### src/rtl/pic_pkg.sv
package pic_pkg;
  localparam int IRQ_N = 8;
  localparam int LVL_W = $clog2(IRQ_N);

  typedef enum logic {ACK_IDLE, ACK_VEC} ack_st_e;

  // 0 = highest priority; low is the current lowest-priority level
  function automatic logic [LVL_W-1:0] prio_rank(input logic [LVL_W-1:0] idx,
                                                 input logic [LVL_W-1:0] low);
    return idx - low - LVL_W'(1);
  endfunction
endpackage

### src/rtl/pic_req.sv
module pic_req
  import pic_pkg::*;
(
  input  logic             clk_i,
  input  logic             rst_ni,
  input  logic [IRQ_N-1:0] irq_i,
  input  logic [IRQ_N-1:0] level_i,
  input  logic [IRQ_N-1:0] mask_i,
  input  logic [IRQ_N-1:0] clr_i,
  output logic [IRQ_N-1:0] irr_o
);
  logic [IRQ_N-1:0] irq_q;

  always_ff @(posedge clk_i or negedge rst_ni)
    if (!rst_ni) irq_q <= '0;
    else         irq_q <= irq_i;

  for (genvar g = 0; g < IRQ_N; g++) begin : g_bit
    always_ff @(posedge clk_i or negedge rst_ni) begin
      if (!rst_ni)          irr_o[g] <= 1'b0;
      else if (clr_i[g])    irr_o[g] <= 1'b0;
      else if (level_i[g])  irr_o[g] <= irq_i[g] & ~mask_i[g];
      else if (irq_i[g] && !irq_q[g] && !mask_i[g]) irr_o[g] <= 1'b1;
    end

    a_r2_edge_capture: assert property (@(posedge clk_i) disable iff (!rst_ni)
      (!level_i[g] && irq_i[g] && !irq_q[g] && !mask_i[g] && !clr_i[g]) |=> irr_o[g]);
    a_r4_level_follows: assert property (@(posedge clk_i) disable iff (!rst_ni)
      (level_i[g] && !irq_i[g] && !clr_i[g]) |=> !irr_o[g]);
  end
endmodule

### src/rtl/pic_resolver.sv
module pic_resolver
  import pic_pkg::*;
(
  input  logic [IRQ_N-1:0] req_i,
  input  logic [LVL_W-1:0] low_i,
  output logic             vld_o,
  output logic [LVL_W-1:0] idx_o
);
  always_comb begin
    idx_o = '0;
    // walk from lowest to highest rank; last hit wins
    for (int k = IRQ_N - 1; k >= 0; k--) begin
      if (req_i[low_i + LVL_W'(1) + LVL_W'(k)]) idx_o = low_i + LVL_W'(1) + LVL_W'(k);
    end
    vld_o = |req_i;
  end
endmodule

### src/rtl/pic_core.sv
module pic_core
  import pic_pkg::*;
#(
  parameter logic [7:0] VEC_BASE = 8'h40
) (
  input  logic       clk_i,
  input  logic       rst_ni,
  input  logic [7:0] irq_i,
  input  logic       inta_i,
  output logic       int_o,
  input  logic       wr_en_i,
  input  logic [2:0] wr_addr_i,
  input  logic [7:0] wr_data_i,
  input  logic [1:0] rd_sel_i,
  output logic [7:0] rd_data_o
);
  localparam logic [LVL_W-1:0] LVL_LAST = LVL_W'(IRQ_N - 1);

  ack_st_e          st_q;
  logic [IRQ_N-1:0] imr_q, trig_q, isr_q, irr_q;
  logic             rot_q, aeoi_q, inta_q, spur_q;
  logic [LVL_W-1:0] low_q, lvl_q, low_eff;

  logic             pend_vld, isr_vld, grant;
  logic [LVL_W-1:0] pend_idx, isr_idx;
  logic [IRQ_N-1:0] irr_clr, isr_set, isr_clr;
  logic             ack_rise, ack1, ack2, eoi_wr, eoi_hit, aeoi_hit;
  logic [LVL_W-1:0] eoi_lvl;

  assign low_eff  = rot_q ? low_q : LVL_LAST;
  assign ack_rise = inta_i & ~inta_q;
  assign ack1     = (st_q == ACK_IDLE) && ack_rise;
  assign ack2     = (st_q == ACK_VEC) && ack_rise;

  pic_req u_req (
    .clk_i, .rst_ni, .irq_i,
    .level_i (trig_q),
    .mask_i  (imr_q),
    .clr_i   (irr_clr),
    .irr_o   (irr_q)
  );

  pic_resolver u_pend_res (
    .req_i (irr_q & ~imr_q), .low_i (low_eff), .vld_o (pend_vld), .idx_o (pend_idx)
  );

  pic_resolver u_isr_res (
    .req_i (isr_q), .low_i (low_eff), .vld_o (isr_vld), .idx_o (isr_idx)
  );

  assign grant = pend_vld &&
                 (!isr_vld || (prio_rank(pend_idx, low_eff) < prio_rank(isr_idx, low_eff)));
  assign int_o = grant && (st_q == ACK_IDLE);

  assign eoi_wr   = wr_en_i && (wr_addr_i == 3'd3);
  assign eoi_lvl  = wr_data_i[3] ? wr_data_i[LVL_W-1:0] : isr_idx;
  assign eoi_hit  = eoi_wr && (wr_data_i[3] || isr_vld);
  assign aeoi_hit = ack2 && aeoi_q && !spur_q;

  always_comb begin
    irr_clr = '0;
    isr_set = '0;
    isr_clr = '0;
    if (ack1 && grant) begin
      irr_clr[pend_idx] = 1'b1;
      isr_set[pend_idx] = 1'b1;
    end
    if (eoi_hit)  isr_clr[eoi_lvl] = 1'b1;
    if (aeoi_hit) isr_clr[lvl_q]   = 1'b1;
  end

  always_ff @(posedge clk_i or negedge rst_ni) begin
    if (!rst_ni) begin
      st_q   <= ACK_IDLE;
      imr_q  <= '1;
      trig_q <= '0;
      isr_q  <= '0;
      rot_q  <= 1'b0;
      aeoi_q <= 1'b0;
      inta_q <= 1'b0;
      spur_q <= 1'b0;
      low_q  <= LVL_LAST;
      lvl_q  <= '0;
    end else begin
      inta_q <= inta_i;
      isr_q  <= (isr_q & ~isr_clr) | isr_set;
      if (wr_en_i) begin
        case (wr_addr_i)
          3'd0: imr_q  <= wr_data_i;
          3'd1: trig_q <= wr_data_i;
          3'd2: begin rot_q <= wr_data_i[0]; aeoi_q <= wr_data_i[1]; end
          default: ;
        endcase
      end
      if (rot_q && aeoi_hit)     low_q <= lvl_q;
      else if (rot_q && eoi_hit) low_q <= eoi_lvl;
      if (ack1) begin
        st_q   <= ACK_VEC;
        lvl_q  <= grant ? pend_idx : LVL_LAST;
        spur_q <= !grant;
      end else if (ack2) begin
        st_q <= ACK_IDLE;
      end
    end
  end

  always_comb begin
    if (st_q == ACK_VEC && inta_i) rd_data_o = VEC_BASE + 8'(lvl_q);
    else begin
      case (rd_sel_i)
        2'd0:    rd_data_o = irr_q;
        2'd1:    rd_data_o = imr_q;
        2'd2:    rd_data_o = isr_q;
        default: rd_data_o = trig_q;
      endcase
    end
  end

  a_r3_int_needs_unmasked: assert property (@(posedge clk_i) disable iff (!rst_ni)
    int_o |-> ((irr_q & ~imr_q) != '0));
  a_r6_ack_sets_isr: assert property (@(posedge clk_i) disable iff (!rst_ni)
    (ack1 && grant) |=> isr_q[$past(pend_idx)]);
  a_r6_spurious_keeps_isr: assert property (@(posedge clk_i) disable iff (!rst_ni)
    (ack1 && !grant && !eoi_wr) |=> $stable(isr_q));
  a_r7_specific_eoi: assert property (@(posedge clk_i) disable iff (!rst_ni)
    (eoi_wr && wr_data_i[3] && !ack_rise) |=> !isr_q[$past(wr_data_i[LVL_W-1:0])]);
  a_r9_auto_eoi: assert property (@(posedge clk_i) disable iff (!rst_ni)
    aeoi_hit |=> !isr_q[$past(lvl_q)]);
  a_r5_isr_grows_by_one: assert property (@(posedge clk_i) disable iff (!rst_ni)
    ack1 |=> ($countones(isr_q) <= $countones($past(isr_q)) + 1));
endmodule

### config.mk
export PLATFORM = sky130hd
export DESIGN_NAME = pic_core
export DESIGN_NICKNAME = d
export VERILOG_FILES = /design/src/rtl/pic_pkg.sv /design/src/rtl/pic_req.sv /design/src/rtl/pic_resolver.sv /design/src/rtl/pic_core.sv
export SDC_FILE = /design/constraint.sdc
export NUM_CORES = 1
export LEC_CHECK = 0
export BUFFER_PORTS_ARGS = -buffer_cell sky130_fd_sc_hd__buf_4
export CORE_ASPECT_RATIO = 1.5
export CORE_MARGIN = 2
export CORE_UTILIZATION = 35
export DETAILED_ROUTE_END_ITERATION = 10
export MAX_ROUTING_LAYER = met4
export SLEW_MARGIN = 5
export SYNTH_ARGS = -nofsm -noshare
export SYNTH_HDL_FRONTEND = slang
export SYNTH_SLANG_ARGS = --single-unit
### constraint.sdc
create_clock -name clk_i -period 6.8 [get_ports clk_i]
set_input_delay 0.34 -clock clk_i [delete_from_list [all_inputs] [get_ports clk_i]]
set_output_delay 0.34 -clock clk_i [all_outputs]
set_load 0.005 [all_outputs]
* Yosys cells after proc, flatten, opt, wreduce, memory -nomap -nowiden
Cells that the tools add are included.
** Cells by class
- Add/subtract/negate cells :: 13
- Magnitude comparators :: 15
- Eq/ne operators :: 5
- Mux-type cells :: 90
- Bitwise logic cells :: 25
- Reduce and logical (&&, ||, !) cells :: 69
** Operator list (count)
- 3-bit 2-to-1 mux :: 21
- 1-bit binary-select mux with 3-bit select :: 16
- 1-bit 2-to-1 mux :: 45
- 3-bit by 4-bit less-than comparator with 1-bit output, second input constant :: 11
- 8-bit 2-to-1 mux :: 4
- 1-bit logical AND :: 31
- 8-bit one-hot mux with 3 select lines :: 1
- 3-bit nonzero test :: 8
- 1-bit zero test :: 19
- 8-bit AND :: 2
- 8-bit NOT :: 2
- 8-bit bitwise OR :: 2
- 8-bit OR reduction :: 2
- 3-bit adder, second input constant :: 4
- 1-bit NOT :: 10
- 1-bit AND :: 9
- 1-bit demux with 3-bit select :: 3
- 3-bit by 1-bit greater-or-equal comparator with 1-bit output, second input constant :: 3
- 7-bit by 3-bit adder with 8-bit output, first input constant :: 1
- 3-bit by 1-bit adder with 3-bit output, second input constant :: 2
- 3-bit by 2-bit adder with 3-bit output, second input constant :: 2
- 3-bit by 2-bit equality test with 1-bit output, second input constant :: 2
- 2-bit AND reduction :: 3
- 3-bit by 1-bit subtractor with 3-bit output, second input constant :: 2
- 9 further kinds :: 12
** Word-level totals
- Register bits after elaboration :: 51
- Input port bits :: 25
- Output and inout port bits :: 9

* Logic depth before layout (Yosys ltp)
Gate-level depths: netlist (run 1).
- Depth after elaboration :: 24
- Mapped depth :: 28
- Gate-level depth less buffers :: 24

* Modules after synthesis
A second synthesis (run 1) with hierarchy kept.
** Unflattened totals
- Cells, all modules :: 457
- Area total of the unflattened synthesis :: 4903.5 um^2
** Modules (own cells, without submodules)
- pic_core :: times used 1, cells an instance 201, area an instance 2203.4 um^2
- pic_resolver :: times used 2, cells an instance 104, area an instance 1024.7 um^2
- pic_req :: times used 1, cells an instance 48, area an instance 650.6 um^2

* Least setup slack after synthesis (run 1)
OpenSTA, ideal clock, no wires.
- Kind :: register to register
- From :: reg low_q[1]
- To :: reg u_req.irr_o[2]
- Library setup time :: 0.138 ns
- Arrival :: 5.635 ns
- Data required time :: 6.662 ns
- Setup slack :: 1.027 ns
- Cell stages (with the launch flop) :: 28
- Buffers on the path :: 3
- Cells stage by stage :: dfstp_2 > and2b_1 > buf_4 > inv_1 > buf_2 > ha_1 > buf_2 > xnor2_4 > mux4_2 > nand2b_1 > a21oi_1 > o21ai_1 > a211oi_1 > nor2_2 > inv_2 > ha_1 > inv_1 > fa_1 > inv_1 > ha_1 > a21o_1 > a21o_1 > a221oi_1 > nand3b_1 > inv_1 > nand2_1 > nor2_2 > a21oi_1
** On the way
- Longest elaborated chain between the ends :: 21
** RTL lines
- start: declaration :: RTL line pic_core.sv:22 : logic [LVL_W-1:0] low_q, lvl_q, low_eff;
- start signal: assignment :: RTL line pic_core.sv:95 : if (rot_q && aeoi_hit) low_q <= lvl_q;
- start signal: assignment :: RTL line pic_core.sv:96 : else if (rot_q && eoi_hit) low_q <= eoi_lvl;
- 3-bit 2-to-1 mux * :: RTL line pic_core.sv:30 : assign low_eff = rot_q ? low_q : LVL_LAST;
- 3-bit by 1-bit adder with 3-bit output :: RTL line pic_resolver.sv:13 : if (req_i[low_i + LVL_W'(1) + LVL_W'(k)]) idx_o = low_i + LVL_W'(1) + LVL_W'(k);
- 3-bit adder :: RTL line pic_resolver.sv:13
- 1-bit binary-select mux with 3-bit select :: RTL line pic_resolver.sv:13
- 1-bit 2-to-1 mux (implied by the code) :: RTL line pic_resolver.sv:13
- 3-bit 2-to-1 mux (8 in series) :: RTL line pic_resolver.sv:13
- 3-bit subtractor :: RTL line pic_pkg.sv:10 : return idx - low - LVL_W'(1);
- 3-bit by 1-bit subtractor with 3-bit output :: RTL line pic_pkg.sv:10
- 3-bit less-than comparator :: RTL line pic_core.sv:52 : (!isr_vld || (prio_rank(pend_idx, low_eff) < prio_rank(isr_idx, low_eff)));
- 1-bit logical OR :: RTL line pic_core.sv:52
- 1-bit logical AND :: RTL line pic_core.sv:51 : assign grant = pend_vld &&
- 1-bit logical AND :: RTL line pic_core.sv:64 : if (ack1 && grant) begin
- 8-bit 2-to-1 mux * :: RTL line pic_core.sv:64
- 3-bit nonzero test (no line) or 1-bit 2-to-1 mux (tied branches)
- end signal: indexed assignment :: RTL line pic_req.sv:22 : else if (level_i[g]) irr_o[g] <= irq_i[g] & ~mask_i[g];
- end: declaration :: RTL line pic_req.sv:10 : output logic [IRQ_N-1:0] irr_o
Mark *: on every way between the ends. The rest lies on a longest branch, timed or not. The select of a mux whose other input is x is not followed.
A chain may end at the register's enable or synchronous reset.

* Worst setup path after layout (run 1)
- From :: reg low_q[0]
- To :: reg u_req.irr_o[2]
Same word-level chain as after synthesis.

==> metrics, run 1 <==
status=complete, no violations; crit start category=flip-flop; Setup Skew=4.93 ps; Tot GR Track Use=0.205; die height=146 microns; Setup TNS=0 ps; crit path capture=u_req.irr_o[2]; post-CTS sizing=0; Worst Path Max Fanout=22; hpwl dp=10,900 microns; vias in the first global route=4,214; Seq. cell area=0.00129 sq mm; Achievable Freq=0.162 GHz; CP peak stage delay=680 ps; critical path data arrival time=6370 ps; Yosys warnings=0; critical path depth=23; Worst Setup End Kind=flip-flop; initial antenna violation count=0; EDFF count, synth=0; leakage=2.11 nW; post-synthesis sequential area ratio=0.274; routed vias/inst=6.24; Core Area=0.0131 sq mm; CP top delay family=adder cells; Worst Path Buf+Inv=3; Setup WS post-layout=610 ps; Worst Hold Class=primary input to async pin; drt initial violations=324; Yosys top cell by area=dfrtp_1; CTS tree=built; DRT Wirelength=14,100 microns; multi-input logic area=0.00313 sq mm; Port Buf Inserts=33; first-pass GRT wire length=22,800 microns; clock buffer depth=2; Reg-to-Reg Start=low_q[0]; fin. max-slew vios=0; CP most frequent cell=ha_1; Setup WS pre-CTS=654 ps; top cells by area, synth=dfrtp_1 (21%), mux4_2 (8.1%), dfstp_2 (6.1%), mux2i_1 (5.5%), mux2_2 (5.3%); Vias=4,198; DR WL/cell=21.0 microns; Antenna diodes=0; DRT antenna net count=0; Pre-Repair DR Iteration Count=5; Row Count=51; crit path kind=flip-flop to flip-flop; CTS buffer count=5; Reg clk slew, reported paths=60 ps; GPL Wtd Cong=0.901; Reg-to-Reg End=u_req.irr_o[2]; Root Driver=clkbuf_16; post-synth top area share=0.213; largest net degree at the start of global routing=52; die width=98.6 microns; CP Cell Sequence=nand2b_4 -> ha_1 -> xnor2_2 -> mux2i_1 -> mux2_2 -> a21oi_1 -> o21ai_1 -> a211oi_1 -> nor2_2 -> inv_2 -> ha_1 -> inv_1 -> fa_1 -> xnor2_1 -> xnor2_1 -> ha_1 -> a21o_1 -> a221oi_1 -> nand3b_1 -> inv_1 -> nand2_1 -> nor2_2 -> a21oi_1; RSZ-0062 raised after global routing=false; clock sink count=51; PwrDens=621 mW/mm^2; Worst-Skew Late Latency=300 ps; FILL cells=1,260; post-route minimum period=6190 ps; required time of the critical path=6980 ps; worst-margin pin slew=872 ps; crit share post-route=0.910; GR Overflow Total=0; slew margin rel.=0.414; Hold Fails Final Rpt=0; share of cells above drive strength 1=0.265; ys flop type=dfrtp_1; critical path's slowest cell=dfstp_2; Initial Util=0.359; Max VDD drop=0.257 mV; post-CTS setup buffers=0; syn avg cell area=9.54 sq um; Worst Setup SP=low_q[0]; die area=0.0144 sq mm; CTS H-tree lvls=2; post-synthesis instance total=493; CTS Hold Bufs=0; worst reg2reg setup slack=610 ps; NumNets Final=545; cell depth of the worst flop-to-flop path=23; ys async rst share=1.00; FF+latch count, synth=51; unique cell type count in the Yosys netlist=86; MaxCap Viol Count=0; io pins=34; Synth Cell Area=0.00470 sq mm; Post-route DRC=0; final number of setup-violating endpoints=0; net count after synthesis=525; Area growth syn-to-layout=11.5%
## synthesized netlist by cell type, types with 6 or more instances
cell	instances
nor2_1	21
a21oi_1	18
mux2_2	22
dfstp_2	11
nand2b_1	7
a32oi_1	9
nand2_1	58
o21ai_0	38
dfrtp_1	40
a211oi_1	6
inv_1	28
mux4_2	17
o2bb2ai_1	8
mux2i_1	26
a311oi_1	6
nor3_1	10
nor4_1	6
nor2b_1	11
clkbuf_1	15
buf_2	6
## final cells by class
class,instances,share of cell area
sequential,51,0.246
multi-input combinational,381,0.598
inverter,30,0.0215
clock buffer,6,0.0265
tap,159,0.0380
timing repair buffer,44,0.0630
clock inverter,2,0.00669
## worst min-delay path by stage
stage | from | to | slack (ps) | depth (start not counted)
after floorplan | rst_ni | aeoi_q | 40 | 0
after global placement | rst_ni | u_req.irq_q[2] | 400 | 1
after detailed placement | rst_ni | u_req.irq_q[0] | 410 | 1
after CTS | rst_ni | u_req.irq_q[0] | 90 | 1
after global routing | rst_ni | u_req.irq_q[0] | 130 | 1
final | rst_ni | rot_q | 70 | 1
## per-layer routing
metal | GRT usage | part of all wire | wire [microns]
met4 | 0.103 | 0.049 | 697
met1 | 0.241 | 0.39 | 5470
met2 | 0.353 | 0.53 | 7470
met5 | - | 0 | 0
met3 | 0.0134 | 0.036 | 514
## per-stage QoR
stage                     hold slack [ps]   util  cells  power, W  area [sq um]
after global placement                402  0.387    665   0.00291          5070
after CTS                            91.9  0.401    673   0.00323          5240
after floorplan                      44.4      -    493   0.00233          4700
after detailed placement              406  0.387    665   0.00293          5070
final                                65.9  0.401    673   0.00325          5240
after global routing                  132  0.401    673   0.00349          5240
## logic make-up after synthesis
logic type	after synthesis	synth area share
buffers and inverters	61	0.0615
adder cells (fa/ha/maj)	7	0.0218
AND/OR/NAND/NOR	146	0.165
flip-flops	51	0.274
multiplexers	72	0.214
XOR/XNOR	9	0.0279
AO/OA/AOI/OAI	147	0.235
## state kept, by name, summed over array words and instances (netlist names)
register     cells
aeoi_q           1
imr_q            8
inta_q           1
isr_q            8
low_q            3
lvl_q            3
rot_q            1
spur_q           1
st_q             1
trig_q           8
u_req.irq_q      8
u_req.irr_o      8
## report_power, final
group	switching [W]	internal [W]
combinational	0.00137	0.00103
clock	0.000111	0.000183
sequential	0.000159	0.000407
total	0.00164	0.00162
## worst register-to-register path: cells and delay by family, from the launching register on
kind | cells | cell delay (ps)
XOR/XNOR | 3 | 780
adder cells (fa/ha/maj) | 4 | 1510
AND/OR/NAND/NOR | 5 | 1100
buffers and inverters | 3 | 380
AO/OA/AOI/OAI | 6 | 1070
multiplexers | 2 | 550
flip-flops | 1 | 680
## placed cells by master (no fill, tap or decap), types with 3 or more instances in the layout
cell	count
o21ai_0	38
dfrtp_1	40
dfstp_2	11
xnor2_1	5
a221oi_1	3
mux2_2	22
nor2b_1	11
clkbuf_16	5
ha_1	5
mux4_2	17
nand3_1	4
a311oi_1	6
nor3_1	10
o22ai_1	4
mux2i_2	3
a22o_1	3
inv_1	28
o21a_1	3
a211oi_1	6
and2_1	5
buf_4	44
nor2_1	21
nand2_1	58
o21ai_1	3
a31oi_1	5
nand2b_1	7
a22oi_1	4
a21oi_1	18
a32oi_1	9
mux2i_1	26
o2bb2ai_1	8
nor4_1	6
a21o_1	4
Note: power is estimated with default switching activity, not from simulation.
==> run 2: changes to the inputs <==
--- a/config.mk
+++ b/config.mk
@@ -5,6 +5,7 @@
 export SDC_FILE = /design/constraint.sdc
 export NUM_CORES = 1
 export LEC_CHECK = 0
+export ABC_AREA = 1
 export BUFFER_PORTS_ARGS = -buffer_cell sky130_fd_sc_hd__buf_4
 export CORE_ASPECT_RATIO = 1.5
 export CORE_MARGIN = 2
==> metrics, run 2 <==
status=complete, no violations; final number of setup-violating endpoints=0; worst reg2reg setup slack=750 ps; Worst Path Max Fanout=18; initial antenna violation count=0; worst-margin pin slew=638 ps; Pre-Repair DR Iteration Count=7; syn avg cell area=6.40 sq um; routed vias/inst=5.06; fin. max-slew vios=0; Setup WS pre-CTS=789 ps; die area=0.0123 sq mm; die height=135 microns; DR WL/cell=15.7 microns; crit path kind=flip-flop to flip-flop; CP most frequent cell=nand2_1; Port Buf Inserts=33; drt initial violations=244; NumNets Final=686; most frequent cells in the layout=nand2_1 (221), inv_1 (98), nand3_1 (53); Worst Setup End Kind=flip-flop; GR Overflow Total=0; EDFF count, synth=0; most frequent cell after synthesis=nand2_1; Worst-Skew Late Latency=290 ps; Setup WS post-layout=746 ps; Vias=4,060; Synth Cell Area=0.00400 sq mm; PwrDens=555 mW/mm^2; die width=91.3 microns; RSZ-0062 raised after global routing=false; Reg clk slew, reported paths=70 ps; critical path's slowest cell=ha_1; Achievable Freq=0.165 GHz; Post-route DRC=0; io pins=34; critical path data arrival time=6220 ps; Pwr Total=0.00250 W; Setup Skew=3.39 ps; MaxCap Viol Count=0; share of cells above drive strength 1=0.131; leakage=2.40 nW; CTS Hold Bufs=0; Area growth syn-to-layout=12.7%; most common cell after layout, fill and taps aside=nand2_1; Worst Hold Class=primary input to async pin; DRT Wirelength=12,600 microns; hpwl dp=10,400 microns; largest net degree at the start of global routing=52; ys async rst share=1.00; DRT antenna net count=0; post-synthesis sequential area ratio=0.323; crit start category=flip-flop; clock sink count=51; Setup TNS=0 ps; Row Count=47; Core Area=0.0111 sq mm; Tot GR Track Use=0.215; Root Driver=clkbuf_16; post-synth top area share=0.250; unique cell type count in the Yosys netlist=39; Cells after DPL=794; ys flop type=dfrtp_1; final std cells w/o fill=802; FF+latch count, synth=51; FILL cells=1,225; vias in the first global route=4,018; Max VDD drop=0.225 mV; CTS buffer count=5; GPL Wtd Cong=0.930; Post-synth top cells=nand2_1 (221), inv_1 (98), nand3_1 (53); CTS H-tree lvls=2; Yosys warnings=0; first-pass GRT wire length=20,100 microns; post-synthesis instance total=625; Initial Util=0.360; clock buffer depth=2; CP peak stage delay=700 ps; post-CTS setup buffers=0; CTS tree=built; post-route minimum period=6050 ps; Hold Fails Final Rpt=0; net count after synthesis=657; Yosys top cell by area=dfrtp_1; Antenna diodes=0; top cells by area, synth=dfrtp_1 (25%), nand2_1 (21%), inv_1 (9.2%), dfstp_2 (7.2%), nand3_1 (6.6%); slew margin rel.=0.575; crit share post-route=0.890; post-CTS sizing=0; required time of the critical path=6970 ps
## run 2: cell types whose count changed after synthesis, moves of 8 or more
cell / previous run / this run
nand2_1: 58 / 221
nand3_1: 4 / 53
nor2b_1: 11 / 0
nor3_1: 10 / 0
a21oi_1: 18 / 28
mux2i_1: 26 / 0
nand2_2: 1 / 13
o2bb2ai_1: 8 / 0
nor2_1: 21 / 30
mux2_2: 22 / 0
clkbuf_1: 15 / 2
mux4_2: 17 / 0
inv_1: 28 / 98
o21ai_1: 3 / 13
## run 2: critical path, delay by kind of cell, from the launching register on
family | cells | cell delay (ps)
and+or+nand+nor | 13 | 1560
AOI/OAI and AO/OA | 6 | 870
DFF | 1 | 670
adders and majority gates | 4 | 1560
xor gates and xnor gates | 2 | 300
buffers and inverters | 5 | 960
## run 2: worst paths after layout
| path | start | to | depth (start not counted) |
|---|---|---|---|
| worst max-delay path | rot_q | u_req.irr_o[3] | 30 |
| worst min-delay path | rst_ni | trig_q[5] | 1 |
| worst max register to register | rot_q | u_req.irr_o[3] | 30 |
| worst min register to register | imr_q[7] | imr_q[7] | 2 |
| max in group asynchronous | rst_ni | st_q | 1 |
| min in group clk_i | irq_i[6] | u_req.irq_q[6] | 1 |
## run 2: area by class of cell
| cell class | instances | area, sq um | share of cell area |
|---|---|---|---|
| inverters | 103 | 387 | 0.0858 |
| clock buffers | 5 | 125 | 0.0278 |
| flip-flops and latches | 51 | 1290 | 0.286 |
| well taps | 147 | 184 | 0.0408 |
| repair buffers | 33 | 248 | 0.0550 |
| multi-input cells | 460 | 2250 | 0.498 |
| clock inverters | 3 | 27.5 | 0.00611 |
## run 2: logic make-up after synthesis
family                     share of synthesized area
buffers and inverters                          0.115
and+or+nand+nor                                0.360
DFF                                            0.323
adders and majority gates                     0.0257
AOI/OAI and AO/OA                              0.168
xor gates and xnor gates                     0.00877
## run 2: power by group
group          internal [W]  switching [W]
clock network      0.000140       0.000119
registers          0.000404      0.0000813
logic              0.000568        0.00119
## run 2: routing by layer
metal  global-route usage  vias up  routed length [microns]
li1                     -     2054                        -
met1                0.218     1851                     4760
met2                0.392      108                     6680
met3               0.0134       47                      279
met4                0.151        0                      876
met5                    -        -                        0
## run 2: metrics by stage
step | cell area (sq um) | hold WS [ps] | util
floorplan | 4000 | 44.4 | -
global route | 4510 | 117 | 0.405
CTS | 4510 | 90.9 | 0.405
detailed placement | 4350 | 407 | 0.392
global placement | 4350 | 404 | 0.392
finish | 4510 | 66.8 | 0.405
